==> src/rtl/hcs_pkg.sv <==
package hcs_pkg;

  typedef struct packed {
    logic [7:0] end_cyc;
    logic [7:0] hold;
    logic [7:0] active;
    logic [7:0] setup;
  } pio_timing_t;

  typedef enum logic [1:0] {
    SEL_CTRL = 2'd0,
    SEL_STAT = 2'd1,
    SEL_TIME = 2'd2,
    SEL_NONE = 2'd3
  } reg_sel_e;

  // Status word: version code on top, pending flag at the bottom.
  function automatic logic [31:0] stat_word(input logic [3:0] ver, input logic pend);
    return {ver, 27'd0, pend};
  endfunction

  // Split a 32-bit timing word into its four counts.
  function automatic pio_timing_t unpack_timing(input logic [31:0] w);
    pio_timing_t t;
    t = w;
    return t;
  endfunction

endpackage

==> src/rtl/hcs_wreg.sv <==
module hcs_wreg #(
  parameter int W = 32,
  parameter logic [W-1:0] RST = '0
) (
  input  logic           clk,
  input  logic           rst_n,
  input  logic           wr_en,
  input  logic [W/8-1:0] be,
  input  logic [W-1:0]   wd,
  output logic [W-1:0]   q
);
  localparam int NB = W / 8;

  logic [7:0] lane_q [NB];

  for (genvar b = 0; b < NB; b++) begin : g_lane
    always_ff @(posedge clk or negedge rst_n) begin
      if (!rst_n)
        lane_q[b] <= RST[b*8 +: 8];
      else if (wr_en && be[b])
        lane_q[b] <= wd[b*8 +: 8];
    end

    // a lane without its enable keeps its value
    a_r10_lane_hold: assert property (@(posedge clk) disable iff (!rst_n)
      !(wr_en && be[b]) |=> $stable(lane_q[b]));
  end

  always_comb begin
    for (int b = 0; b < NB; b++) q[b*8 +: 8] = lane_q[b];
  end
endmodule

==> src/rtl/hcs_irq_capture.sv <==
module hcs_irq_capture (
  input  logic clk,
  input  logic rst_n,
  input  logic irq_async,
  input  logic clr_req,
  output logic set_evt,
  output logic pend
);
  logic s1, s2, s3;

  always_ff @(posedge clk or negedge rst_n) begin
    if (!rst_n) begin
      s1 <= 1'b0;
      s2 <= 1'b0;
      s3 <= 1'b0;
    end else begin
      s1 <= irq_async;
      s2 <= s1;
      s3 <= s2;
    end
  end

  assign set_evt = s2 && !s3;

  always_ff @(posedge clk or negedge rst_n) begin
    if (!rst_n)       pend <= 1'b0;
    else if (set_evt) pend <= 1'b1;
    else if (clr_req) pend <= 1'b0;
  end

  // a synchronized edge always lands in the flag
  a_r5_edge_sets: assert property (@(posedge clk) disable iff (!rst_n)
    set_evt |=> pend);
  // without a clear the flag never drops
  a_r6_sticky: assert property (@(posedge clk) disable iff (!rst_n)
    (pend && !clr_req) |=> pend);
  // set beats a simultaneous clear
  a_r8_set_wins: assert property (@(posedge clk) disable iff (!rst_n)
    (set_evt && clr_req) |=> pend);
  // a clear without an edge empties the flag
  a_r7_clear: assert property (@(posedge clk) disable iff (!rst_n)
    (clr_req && !set_evt) |=> !pend);
endmodule

==> src/rtl/hcs_regfile.sv <==
module hcs_regfile #(
  parameter int         ADDR_W  = 4,
  parameter logic [3:0] VERSION = 4'd1
) (
  input  logic              clk,
  input  logic              rst_n,
  input  logic              bus_sel,
  input  logic              bus_we,
  input  logic [ADDR_W-1:0] bus_addr,
  input  logic [3:0]        bus_be,
  input  logic [31:0]       bus_wdata,
  output logic [31:0]       bus_rdata,
  output logic              bus_ack,
  input  logic              dev_irq,
  output logic              dev_rst_n,
  output logic              core_en,
  output logic              iordy_en,
  output logic [7:0]        t_end_cyc,
  output logic [7:0]        t_hold,
  output logic [7:0]        t_active,
  output logic [7:0]        t_setup
);
  import hcs_pkg::*;

  localparam int IDX_W = ADDR_W - 2;

  logic [IDX_W-1:0] idx;
  reg_sel_e         rsel;
  logic             acc_go, wr_go, rd_go;
  logic             wr_ctrl, wr_stat, wr_time;
  logic             clr_req, set_evt, irq_pend;
  logic [31:0]      ctrl_q, time_q, rd_mux;
  pio_timing_t      tim;

  assign idx    = bus_addr[ADDR_W-1:2];
  assign acc_go = bus_sel && !bus_ack;
  assign wr_go  = acc_go && bus_we;
  assign rd_go  = acc_go && !bus_we;

  always_comb begin
    if      (idx == IDX_W'(0)) rsel = SEL_CTRL;
    else if (idx == IDX_W'(1)) rsel = SEL_STAT;
    else if (idx == IDX_W'(2)) rsel = SEL_TIME;
    else                       rsel = SEL_NONE;
  end

  assign wr_ctrl = wr_go && (rsel == SEL_CTRL);
  assign wr_stat = wr_go && (rsel == SEL_STAT);
  assign wr_time = wr_go && (rsel == SEL_TIME);
  assign clr_req = wr_stat && bus_be[0] && !bus_wdata[0];

  hcs_wreg #(.W(32), .RST('0)) u_ctrl (
    .clk(clk), .rst_n(rst_n), .wr_en(wr_ctrl), .be(bus_be),
    .wd(bus_wdata), .q(ctrl_q));

  hcs_wreg #(.W(32), .RST('0)) u_time (
    .clk(clk), .rst_n(rst_n), .wr_en(wr_time), .be(bus_be),
    .wd(bus_wdata), .q(time_q));

  hcs_irq_capture u_irq (
    .clk(clk), .rst_n(rst_n), .irq_async(dev_irq), .clr_req(clr_req),
    .set_evt(set_evt), .pend(irq_pend));

  always_comb begin
    unique case (rsel)
      SEL_CTRL: rd_mux = ctrl_q;
      SEL_STAT: rd_mux = stat_word(VERSION, irq_pend);
      SEL_TIME: rd_mux = time_q;
      default:  rd_mux = '0;
    endcase
  end

  always_ff @(posedge clk or negedge rst_n) begin
    if (!rst_n) begin
      bus_ack   <= 1'b0;
      bus_rdata <= '0;
    end else begin
      bus_ack   <= acc_go;
      bus_rdata <= rd_go ? rd_mux : '0;
    end
  end

  assign dev_rst_n = !ctrl_q[0];
  assign iordy_en  = ctrl_q[1];
  assign core_en   = ctrl_q[7];

  assign tim       = unpack_timing(time_q);
  assign t_end_cyc = tim.end_cyc;
  assign t_hold    = tim.hold;
  assign t_active  = tim.active;
  assign t_setup   = tim.setup;

  // acknowledge follows a new strobe and lasts one cycle
  a_r12_ack_follows: assert property (@(posedge clk) disable iff (!rst_n)
    acc_go |=> bus_ack);
  a_r12_ack_single: assert property (@(posedge clk) disable iff (!rst_n)
    bus_ack |=> !bus_ack);
  // setting control bit 0 pulls the device reset low
  a_r2_rst_assert: assert property (@(posedge clk) disable iff (!rst_n)
    (wr_ctrl && bus_be[0] && bus_wdata[0]) |=> !dev_rst_n);
  a_r2_rst_release: assert property (@(posedge clk) disable iff (!rst_n)
    (wr_ctrl && bus_be[0] && !bus_wdata[0]) |=> dev_rst_n);
  // a status read always carries the version code
  a_r4_version: assert property (@(posedge clk) disable iff (!rst_n)
    (rd_go && rsel == SEL_STAT) |=> (bus_rdata[31:28] == VERSION && bus_rdata[27:1] == '0));
  // unmapped offset returns zero
  a_r11_unmapped_zero: assert property (@(posedge clk) disable iff (!rst_n)
    (rd_go && rsel == SEL_NONE) |=> (bus_rdata == '0));
endmodule

==> config.mk <==
export PLATFORM = sky130hd
export DESIGN_NAME = hcs_regfile
export DESIGN_NICKNAME = d
export VERILOG_FILES = /design/src/rtl/hcs_pkg.sv /design/src/rtl/hcs_wreg.sv /design/src/rtl/hcs_irq_capture.sv /design/src/rtl/hcs_regfile.sv
export SDC_FILE = /design/constraint.sdc
export NUM_CORES = 1
export LEC_CHECK = 0
export CAP_MARGIN = 20
export CORE_UTILIZATION = 44
export DETAILED_ROUTE_END_ITERATION = 10
export PLACE_DENSITY = 0.88
export SKIP_CTS_REPAIR_TIMING = 1
export SLEW_MARGIN = 20
export SYNTH_ARGS = -nofsm -noshare
export SYNTH_HDL_FRONTEND = slang
export SYNTH_SLANG_ARGS = --single-unit
==> constraint.sdc <==
create_clock -name clk -period 1.5 [get_ports clk]
set_input_delay 0.15 -clock clk [delete_from_list [all_inputs] [get_ports clk]]
set_output_delay 0.15 -clock clk [all_outputs]
set_load 0.1 [all_outputs]
==> results.sh <==
export IMPL_drt_wl_total_um=9666
export IMPL_post_dp_hpwl_um=6615
export IMPL_path_class="flip-flop to flip-flop"
export IMPL_violations="negative setup slack"
export IMPL_required_ns=1.75
export IMPL_clock_sinks=101
export IMPL_hp_class="input pin to async pin"
export IMPL_fp_dieW_um=99.75
export IMPL_relSlewSlack_pct=65.36
export IMPL_area_growth_pct=61.07
export IMPL_rsz0062_at_grt="yes"
export IMPL_grt_usage_pct=19.83
export IMPL_port_buffers=110
export IMPL_grt_pass1_vias=2803
export IMPL_cts_buffer_depth=2
export IMPL_clk_pin_slew_worst_paths_ns=0.10
export IMPL_timing_fmax_ghz=0.6269
export IMPL_synth_seq_area_share_pct=60.12
export IMPL_cp_arrival_ns=1.84
export IMPL_vias=2577
export IMPL_drt_pass1_iter_count=4
export IMPL_grt_max_degree=100
export IMPL_cap_viol_max_count=0
export IMPL_synth_nets=311
export IMPL_synth_seq_cells=101
export IMPL_netlist_area_um2=4204
export IMPL_period_share_pct=106.3
export IMPL_fin_nets=441
export IMPL_post_route_cells_drive_above_1_share_pct=54.25
export IMPL_report_final_slew_viol_count=0
export IMPL_leakage_uw=0.003068
export IMPL_synth_most_common_cell="dfrtp_1"
export IMPL_overflow=0
export IMPL_diodes=0
export IMPL_initial_core_util_pct=45.50
export IMPL_status="finished with violations"
export IMPL_place_congestion=0.7404
export IMPL_crit_fanout=8
export IMPL_ir_worst_vdd_mv=1.036
export IMPL_synth_largest_area_cell="dfrtp_1"
export IMPL_yosysTopAreaCellShare_pct=60.12
export IMPL_synth_distinct_cells=21
export IMPL_synthCells=266
export IMPL_drcViolationCount=0
export IMPL_io_pin_count=113
export IMPL_synth_ff_type="dfrtp_1"
export IMPL_die_height_um=99.75
export IMPL_synth_commonest_cells="dfrtp_1 (101), mux2_4 (64), mux2i_1 (31), nor2_1 (30)"
export IMPL_rows=35
export IMPL_setup_viol=94
export IMPL_end_kind="flip-flop"
export IMPL_clk_latency_ns=0.36
export IMPL_synth_top_cells_by_area="dfrtp_1 (60%), mux2_4 (23%), mux2i_1 (7.4%)"
export IMPL_synth_area_per_cell_um2=15.80
export IMPL_tightest_slew_ns=0.5197
export IMPL_core_region_area_um2=9240
export IMPL_antenna_found_initial=0
export IMPL_root_buffer="clkbuf_8"
export IMPL_dp_cells=511
export IMPL_async_flop_share_pct=100.0
export IMPL_skew_ns=0.009536
export IMPL_grt_pass1_wl_um=14920
export IMPL_cts_tree="built"
export IMPL_crit_path_start_kind="flip-flop"
export IMPL_period_minus_slack_ns=1.595
export IMPL_worst_slack_ns=-0.09506
export IMPL_synth_edf_count=0
export IMPL_yosysWarnings=0
export IMPL_h_tree_depth=3
export IMPL_setup_tns_ns=-5.389
export IMPL_hold_viol_final=0
export IMPL_vias_per_cell=4.871
export IMPL_powerDensity_nw_per_um2=1448
export IMPL_cts_made_buffers=9
export IMPL_die_area_um2=9949
export IMPL_drt_initial_drc_count=39
export IMPL_drt_wirelength_per_cell_um=18.27
export IMPL_fin_cells=529
export IMPL_ant_nets=0
cell type report:
class	instances	area, µm²
Sequential cell	101	2531
Fill cell	560	2469
Timing Repair Buffer	134	2125
Multi-Input combinational cell	147	1708
Tap cell	129	161.4
Clock buffer	10	127.6
Clock inverter	5	107.6
Inverter	3	11.26
critical path: stages (launching register included):
cell     delay [ns]
dfrtp_4        0.48
and3b_4        0.35
and3_4         0.21
buf_12         0.14
mux2_4         0.30
worst paths after layout:
path                               startpoint                       end  slack (ns)  cells after the start
hold reg to reg            u_irq.s1$_DFF_PN0_        u_irq.s2$_DFF_PN0_        0.37                      0
hold / removal                          rst_n   bus_rdata[21]$_DFF_PN0_        0.12                      2
max in group asynchronous               rst_n         bus_ack$_DFF_PN0_        0.66                      3
min in group clk                      dev_irq        u_irq.s1$_DFF_PN0_        0.27                      1
setup reg to reg            bus_ack$_DFF_PN0_  u_ctrl.q[13]$_DFFE_PN0P_        -0.1                      4
setup / recovery            bus_ack$_DFF_PN0_  u_ctrl.q[13]$_DFFE_PN0P_        -0.1                      4
flip-flops by register name, indices dropped and copies added, names as in the netlist:
| name | flops |
|---|---|
| u_irq.pend | 1 |
| u_ctrl.q | 32 |
| u_irq.s2 | 1 |
| bus_rdata | 32 |
| bus_ack | 1 |
| u_irq.s1 | 1 |
| u_time.q | 32 |
| u_irq.s3 | 1 |
per-layer routing:
layer | GRT usage, % | wire, µm | up-vias | part of all wire [%]
met4 | 5.656 | 90 | 0 | 0.93
met3 | 3.373 | 277 | 8 | 2.9
met5 | 0 | 0 | - | 0
met2 | 33.79 | 5163 | 65 | 53
met1 | 26.14 | 4135 | 1328 | 43
li1 | - | - | 1176 | -
cells in the final DEF, fill, tap and decap left out, types with 2 or more instances in the layout:
cell type / count
dfrtp_1: 100
buf_12: 78
mux2_4: 64
clkdlybuf4s50_1: 40
mux2i_1: 31
nor2_2: 23
buf_4: 10
clkbuf_8: 9
and3_4: 8
nor2_4: 7
inv_1: 3
bufinv_16: 3
clkbuf_16: 2
buf_6: 2
cell families after synthesis:
| family | after synthesis | synth area share [%] |
|---|---|---|
| simple gates | 48 | 5.565 |
| compound gates | 4 | 0.8332 |
| mux | 95 | 30.24 |
| buf+inv | 18 | 3.244 |
| flops | 101 | 60.12 |
power by group:
| part | total [µW] | switching [µW] | internal (µW) |
|---|---|---|---|
| sequential | 3620 | 465 | 3160 |
| combinational | 4130 | 2400 | 1730 |
| clock | 2060 | 946 | 1110 |
metrics by stage:
| stage | total power (µW) | utilization, % | hold slack, ns | setup WS [ns] | instance area [µm²] |
|---|---|---|---|---|---|
| final | 9807 | 73.28 | 0.1163 | -0.09506 | 6771 |
| after global routing | 10130 | 73.28 | 0.1235 | -0.1272 | 6771 |
| after CTS | 9751 | 70.47 | -0.4479 | -0.1156 | 6511 |
| after detailed placement | 7713 | 67.92 | -0.05096 | -0.2401 | 6276 |
| after global placement | 7603 | 67.92 | -0.05340 | -0.1828 | 6276 |
| after floorplan | 6084 | - | -0.1456 | -0.2014 | 4208 |
(Power assumes the default switching activity.)
